--- src/rtl/dbgclk_pkg.sv ---
package dbgclk_pkg;

    typedef enum logic [1:0] {
        SRC_ADJ   = 2'd0,
        SRC_FIXED = 2'd1,
        SRC_STEP  = 2'd2,
        SRC_NONE  = 2'd3
    } src_e;

    typedef struct packed {
        src_e src;
        logic clk;
        logic clk_n;
    } top_state_t;

endpackage

--- src/rtl/rate_divider.sv ---
module rate_divider #(
    parameter int W = 8
) (
    input  logic         clk,
    input  logic         rst,
    input  logic [W-1:0] half_i,
    output logic         level_o
);
    typedef struct packed {
        logic [W-1:0] cnt;
        logic [W-1:0] half;
        logic         lvl;
    } div_state_t;

    div_state_t st_d, st_q;
    logic [W-1:0] eff_half;

    always_comb begin
        eff_half = (half_i == '0) ? W'(1) : half_i;
        st_d = st_q;
        if (st_q.cnt == '0) begin
            st_d.lvl = ~st_q.lvl;
            if (!st_q.lvl) begin
                // low phase ends: a full period is complete, take new rate
                st_d.half = eff_half;
                st_d.cnt  = eff_half - W'(1);
            end else begin
                st_d.cnt  = st_q.half - W'(1);
            end
        end else begin
            st_d.cnt = st_q.cnt - W'(1);
        end
    end

    always_ff @(posedge clk) begin
        if (rst) begin
            st_q.cnt  <= '0;
            st_q.half <= W'(1);
            st_q.lvl  <= 1'b0;
        end else begin
            st_q <= st_d;
        end
    end

    assign level_o = st_q.lvl;

    a_r2_count_in_range: assert property (@(posedge clk) disable iff (rst)
        st_q.cnt < st_q.half);

    a_r3_reload_at_boundary: assert property (@(posedge clk) disable iff (rst)
        !$stable(st_q.half) |-> $past(!st_q.lvl && st_q.cnt == '0));

endmodule

--- src/rtl/step_oneshot.sv ---
module step_oneshot #(
    parameter int PULSE_CYCLES = 1000
) (
    input  logic clk,
    input  logic rst,
    input  logic btn_i,
    output logic pulse_o
);
    localparam int CW = (PULSE_CYCLES < 2) ? 1 : $clog2(PULSE_CYCLES);

    typedef struct packed {
        logic          meta;
        logic          sync;
        logic          armed;
        logic          pulse;
        logic [CW-1:0] cnt;
    } os_state_t;

    os_state_t st_d, st_q;

    always_comb begin
        st_d      = st_q;
        st_d.meta = btn_i;
        st_d.sync = st_q.meta;
        if (st_q.pulse) begin
            if (st_q.cnt == '0) begin
                st_d.pulse = 1'b0;
            end else begin
                st_d.cnt = st_q.cnt - CW'(1);
            end
        end else if (st_q.armed && st_q.sync) begin
            st_d.pulse = 1'b1;
            st_d.armed = 1'b0;
            st_d.cnt   = CW'(PULSE_CYCLES - 1);
        end else if (!st_q.sync) begin
            st_d.armed = 1'b1;
        end
    end

    always_ff @(posedge clk) begin
        if (rst) begin
            st_q <= '0;
        end else begin
            st_q <= st_d;
        end
    end

    assign pulse_o = st_q.pulse;

    a_r5_fire_needs_arm: assert property (@(posedge clk) disable iff (rst)
        $rose(st_q.pulse) |-> $past(st_q.armed && st_q.sync));

    a_r6_no_early_end: assert property (@(posedge clk) disable iff (rst)
        (st_q.pulse && st_q.cnt != '0) |=> st_q.pulse);

    a_r6_no_rearm_in_pulse: assert property (@(posedge clk) disable iff (rst)
        st_q.pulse |-> !st_q.armed);

endmodule

--- src/rtl/debug_clock_ctrl.sv ---
module debug_clock_ctrl
    import dbgclk_pkg::*;
#(
    parameter int HALF_W       = 16,
    parameter int FIX_HALF     = 27,
    parameter int PULSE_CYCLES = 24_200_000
) (
    input  logic              sys_clk,
    input  logic              rst,
    input  logic [HALF_W-1:0] rate_half_i,
    input  logic [1:0]        src_sel_i,
    input  logic              step_btn_i,
    input  logic              halt_i,
    input  logic              override_i,
    output logic              cpu_clk_o,
    output logic              cpu_clk_n_o
);
    localparam int FIX_W = $clog2(FIX_HALF + 1);

    logic [2:0] lvl;    // index by source code
    logic       cur_lvl;
    logic       req_lvl;
    logic       gate_open;
    src_e       req_src;

    top_state_t st_d, st_q;

    rate_divider #(.W(HALF_W)) u_adj (
        .clk     (sys_clk),
        .rst     (rst),
        .half_i  (rate_half_i),
        .level_o (lvl[0])
    );

    rate_divider #(.W(FIX_W)) u_fix (
        .clk     (sys_clk),
        .rst     (rst),
        .half_i  (FIX_W'(FIX_HALF)),
        .level_o (lvl[1])
    );

    step_oneshot #(.PULSE_CYCLES(PULSE_CYCLES)) u_step (
        .clk     (sys_clk),
        .rst     (rst),
        .btn_i   (step_btn_i),
        .pulse_o (lvl[2])
    );

    always_comb begin
        req_src   = src_e'(src_sel_i);
        cur_lvl   = (st_q.src == SRC_NONE) ? 1'b0 : lvl[st_q.src];
        req_lvl   = (req_src == SRC_NONE) ? 1'b0 : lvl[req_src];
        gate_open = !halt_i || override_i;

        st_d = st_q;
        if (req_src != SRC_NONE && req_src != st_q.src && !cur_lvl && !req_lvl) begin
            st_d.src = req_src;
        end
        st_d.clk   = cur_lvl && gate_open;
        st_d.clk_n = !(cur_lvl && gate_open);
    end

    always_ff @(posedge sys_clk) begin
        if (rst) begin
            st_q.src   <= SRC_ADJ;
            st_q.clk   <= 1'b0;
            st_q.clk_n <= 1'b1;
        end else begin
            st_q <= st_d;
        end
    end

    assign cpu_clk_o   = st_q.clk;
    assign cpu_clk_n_o = st_q.clk_n;

    a_r7_halt_blocks: assert property (@(posedge sys_clk) disable iff (rst)
        $past(halt_i && !override_i) |-> !cpu_clk_o);

    a_r8_complement: assert property (@(posedge sys_clk) disable iff (rst)
        cpu_clk_n_o == !cpu_clk_o);

    a_r9_switch_when_quiet: assert property (@(posedge sys_clk) disable iff (rst)
        !$stable(st_q.src) |-> $past(!cur_lvl && !req_lvl));

    a_r9_never_reserved: assert property (@(posedge sys_clk) disable iff (rst)
        st_q.src != SRC_NONE);

endmodule

--- config.mk ---
export PLATFORM = sky130hd
export DESIGN_NAME = debug_clock_ctrl
export DESIGN_NICKNAME = d
export VERILOG_FILES = /design/src/rtl/dbgclk_pkg.sv /design/src/rtl/rate_divider.sv /design/src/rtl/step_oneshot.sv /design/src/rtl/debug_clock_ctrl.sv
export SDC_FILE = /design/constraint.sdc
export NUM_CORES = 1
export LEC_CHECK = 0
export BUFFER_PORTS_ARGS = -buffer_cell sky130_fd_sc_hd__clkbuf_2
export CORE_MARGIN = 4
export CORE_UTILIZATION = 60
export CTS_CLUSTER_SIZE = 10
export DETAILED_ROUTE_END_ITERATION = 10
export MAX_ROUTING_LAYER = met4
export PLACE_DENSITY = 0.81
export SLEW_MARGIN = 20
export SYNTH_ARGS = -nofsm -noshare
export SYNTH_HDL_FRONTEND = slang
export SYNTH_SLANG_ARGS = --single-unit
--- constraint.sdc ---
create_clock -name sys_clk -period 6.6 [get_ports sys_clk]
set_input_delay 0.66 -clock sys_clk [delete_from_list [all_inputs] [get_ports sys_clk]]
set_output_delay 0.66 -clock sys_clk [all_outputs]
set_load 0.005 [all_outputs]
; ---- After elaboration in Yosys (flattened, before gate mapping)
; Index checks and enable logic that the tools add are counted.
[totals]
mem_bits_rw = 0
latch_bits = 0
n_memories = 0
word_cells = 67
mem_bits_ro = 0
out_inout_bits = 2
reg_bits = 73
[op_classes]
reduce_logical = 19
bitwise = 3
n_addsub = 6
magnitude_cmp = 2
n_eq_ne = 6
mul = 0
mux = 17
div_mod_pow = 0
shift = 0
[ops]
columns = op, count
row1 = $mux W26, 2
row2 = $mux W16, 3
row3 = $sub A16 B1 Y16 const B, 3
row4 = $logic_not A16 Y1, 2
row5 = $logic_not A25 Y1, 1
row6 = $mux W25, 1
row7 = $sub A25 B1 Y25 const B, 1
row8 = $mux W5, 2
row9 = $reduce_and A2 Y1, 4
row10 = $mux W1, 7
row11 = $lt A2 B3 Y1 const B, 2
row12 = $ne A2 B2 Y1 const B, 3
row13 = $logic_and A1 B1 Y1, 5
row14 = $logic_not A5 Y1, 1
row15 = $sub A4 B2 Y5 const B, 1
row16 = $sub A5 B1 Y5 const B, 1
row17 = $bmux W1 S2, 2
row18 = $eq A2 B2 Y1 const B, 2
row19 = $logic_not A1 Y1, 4
row20 = $not A1 Y1, 3
row21 = $ne A2 B2 Y1, 1
row22 = $reduce_bool A2 Y1, 1
row23 = $logic_or A1 B1 Y1, 1

; ---- Depth between registers and ports, before layout
[depth]
ltp_word = 6
mapped_depth = 13
ltp_nobuf = 12

; ---- By module
; From an unflattened synthesis, not the netlist that was laid out.
[hier_totals]
cells_unflattened = 465
hier_area_um2 = 4150.2
[modules_own_cells]
columns = module, area_per_inst_um2, instances, cells_per_inst
row1 = rate_divider (u_adj), 1886.8, 1, 211
row2 = step_oneshot, 1430.1, 1, 166
row3 = rate_divider (u_fix), 593.1, 1, 61
row4 = debug_clock_ctrl, 240.2, 1, 27

; ---- Worst setup path after synthesis
; No wires, ideal clock.
[synth_timing]
kind = flip-flop to flip-flop
start = reg, netlist name u_adj.level_o
end = reg u_adj.st_q[31] (netlist bit)
required_ns = 6.528
path_slack_ns = 3.186
path_stages_with_launch = 13
t_arrival_ns = 3.342
setup_ns = 0.072
path_cell_list = dfxtp_1 -> buf_2 -> buf_1 -> clkbuf_1 -> mux2_2 -> a21oi_1 -> ha_1 -> or3b_2 -> or3_1 -> a31oi_1 -> o21ai_0 -> nor2_1 -> mux2i_1
[synth_between]
elab_chain_cells = 2
[synth_lines]
columns = element, line
row1 = $mux W16, rate_divider.sv:23  ; if (!st_q.lvl) begin
row2 = $mux W16, rate_divider.sv:21  ; if (st_q.cnt == '0) begin
row3 = "end signal, assigned", rate_divider.sv:41  ; st_q <= st_d;
row4 = "end, declared", rate_divider.sv:15  ; div_state_t st_d, st_q;
; No other way between the ends.
; A chain may end at the register's enable or synchronous reset.

; ---- Final worst setup path
[layout_timing]
start = reg u_adj.st_q[21] (netlist bit)
end = reg u_adj.st_q[27] (netlist bit)
[layout_between]
elab_chain_cells = 2
[layout_lines]
columns = element, line
row1 = $sub A16 B1 Y16 / $logic_not A16 Y1 (equally long branches), "rate_divider.sv:31, rate_divider.sv:21"
row2 = $mux W16 *, rate_divider.sv:21
; Mark *: on every way between the ends. The rest lies on a longest branch, timed or not.

==> flow_metrics.tcl <==
set metrics [dict create \
    skew_ns 0.0118 \
    cts.path.max_buffers 2 \
    worstSetupStartpointType "flip-flop" \
    syn_area_per_cell_um2 8.65 \
    holdPathStages 1 \
    synthDistinctLibCells 59 \
    fmax_ghz 0.298 \
    viasPerCell 6.00 \
    rows 28 \
    cts_sinks 73 \
    syn-cell-area_mm2 0.00373 \
    synth_edf_count 0 \
    ant_nets 0 \
    yosys-top-cells-count "73 x dfxtp_1, 68 x nor2_1, 31 x a21oi_1" \
    grt_max_degree 62 \
    vias 3192 \
    criticalPathCategory "flip-flop to flip-flop" \
    numCtsBuffers 9 \
    synthesis.nets 459 \
    gr-total-overflow 0 \
    synth_seq_area_share_pct 39.1 \
    drc 0 \
    io_buffers 24 \
    reg2reg_depth 11 \
    yosysWarnings 0 \
    die_area_mm2 0.00755 \
    stdcell_count 532 \
    die_w_um 86.9 \
    ir_drop_v 0.000276 \
    slew_violations 0 \
    wl_um 8150 \
    cts_resized 0 \
    htree_levels 3 \
    hold_viol_final 0 \
    layout_min_cycle_time_ns 3.36 \
    synth_flop_cell "dfxtp_1" \
    first_pass_iters 4 \
    cp_max_fo 9 \
    fill_cells 456 \
    cts_tree "done" \
    drive_above_1_share_pct 15.5 \
    min_path_type "flip-flop to flip-flop" \
    area_growth_pct 8.94 \
    status "finished clean" \
    cellPowerDensity_mw_per_mm2 397 \
    core_area_mm2 0.00599 \
    yosysTopAreaCellShare_pct 39.1 \
    yosysMostFrequentCell "dfxtp_1" \
    clk_pin_slew_worst_paths_ns 0.08 \
    start_util_pct 62.3 \
    maxCapViolations 0 \
    clk_latency_ns 0.35 \
    hpwl_um 5670 \
    critPathRequiredTime_ns 6.81 \
    setup_tns_ns 0 \
    cts_root_buffer "clkbuf_8" \
    fin_nets 480 \
    grt_usage_pct 23.9 \
    dieHeight_um 86.9 \
    crit_arrival_ns 3.56 \
    ys_seq_elements 73 \
    grt_antenna_before_repair 0 \
    diodes 0 \
    wire_per_inst_um 15.3 \
    setup_viol 0 \
    relSlewSlack_pct 21.3 \
    timing.final.crit_share_pct 50.9 \
    endpoint_kind "flip-flop" \
    place_congestion 0.891 \
    postCtsHoldBufs 0 \
    synth_top_cell_by_area "dfxtp_1" \
    design.portCount 25 \
    ys_top_cells_by_area "dfxtp_1 39%, mux2i_1 7.2%, nor2_1 6.8%" \
    postCtsSetupBuffers 0 \
    grt_pass1_wl_um 14100 \
    tightestPinTransition_ns 1.17 \
    rsz0062_at_grt "false" \
    drt_iter0_drc 188 \
    syn-instance-count 432 \
    async_reset_ff_share_pct 0 \
    grt_pass1_vias 3077 \
    dp_cells 517 \
    p_leak_nw 1.50 \
]
[final timing paths]
path	startpoint	slack, ns	end
setup / recovery	u_adj.st_q[21]$_SDFF_PP0_	3.24	u_adj.st_q[27]$_SDFF_PP0_
hold / removal	u_fix.st_q[6]$_SDFF_PP0_	0.44	u_fix.st_q[6]$_SDFF_PP0_
setup reg to reg	u_adj.st_q[21]$_SDFF_PP0_	3.24	u_adj.st_q[27]$_SDFF_PP0_
hold reg to reg	u_fix.st_q[6]$_SDFF_PP0_	0.44	u_fix.st_q[6]$_SDFF_PP0_
[power breakdown]
part | internal [W] | leakage (nW) | total (W) | switching, W
logic | 0.000293 | 0.810 | 0.000688 | 0.000395
clock network | 0.000165 | 0.0915 | 0.000323 | 0.000158
registers | 0.000530 | 0.596 | 0.000603 | 0.0000734
[cell type report]
cell class	count	area, um^2	area share (%)
Clock buffer	13	169	4.15
Clock inverter	2	12.5	0.308
Inverter	12	45.0	1.11
Multi-Input combinational cell	330	2140	52.7
Sequential cell	73	1460	35.9
Tap cell	75	93.8	2.31
Timing Repair Buffer	27	143	3.51
[state kept, by name (all words and copies together) (netlist names)]
| signal | cells |
|---|---|
| u_adj.level_o | 1 |
| cpu_clk_o | 1 |
| u_adj.st_q | 32 |
| u_step.pulse_o | 1 |
| u_fix.st_q | 6 |
| u_fix.level_o | 1 |
| cpu_clk_n_o | 1 |
| u_step.st_q | 27 |
| u_step.st_d | 1 |
| st_q | 2 |
[per-stage QoR]
stage               setup slack [ns]  hold slack [ns]  util (%)  power (W)  area (um^2)
floorplan                       3.19            0.413         -    0.00115         3730
CTS                             3.29            0.447      67.9    0.00161         4070
detailed placement              3.10            0.431      64.9    0.00128         3890
finish                          3.24            0.445      67.9    0.00161         4070
global placement                3.22            0.419      64.9    0.00126         3890
global route                    3.05            0.466      67.9    0.00173         4070
[per-layer routing]
metal,vias up,share of wire (%),global-route usage (%)
li1,1602,-,-
met1,1502,47,31.3
met2,76,48,37.1
met3,12,4.6,4.54
met4,0,1.2,8.36
met5,-,0,-
[layout by cell type (no fill, tap or decap), drive strengths merged, types with 5 or more instances in the layout]
master and count:
nor3b 5, or3 9, inv 12, nand2b 5
nor3 26, a31oi 6, nand2 20, a21oi 31
xor2 11, clkbuf 37, or4 6, nor4 15
mux2i 27, mux2 12, nor2 69, o21ai 14
dfxtp 73, xnor2 15, o211ai 6, and2 5
nand3 5
[cells by family (layout without fill, tap and decap cells)]
| kind of cell | Yosys count | after routing | share of synthesized area (%) |
|---|---|---|---|
| adders and majority gates | 4 | 4 | 1.34 |
| and+or+nand+nor | 180 | 180 | 24.8 |
| DFF | 73 | 73 | 39.1 |
| buffers and inverters | 29 | 54 | 3.45 |
| AOI/OAI and AO/OA | 81 | 81 | 14.3 |
| muxes | 39 | 39 | 10.9 |
| xor gates and xnor gates | 26 | 26 | 6.10 |
[worst max-delay path, cell delays in order (launching register included)]
cell and delay, ns:
dfxtp_1 0.35, nor4_1 1.00, nand2_2 0.34, nor2_1 0.32, nor2_1 0.07, ha_1 0.21, or3b_2 0.23, or3_1 0.11
a31oi_1 0.08, o21ai_0 0.27, xnor2_1 0.17, nor2_1 0.06
Note: power is estimated with default switching activity, not from simulation.
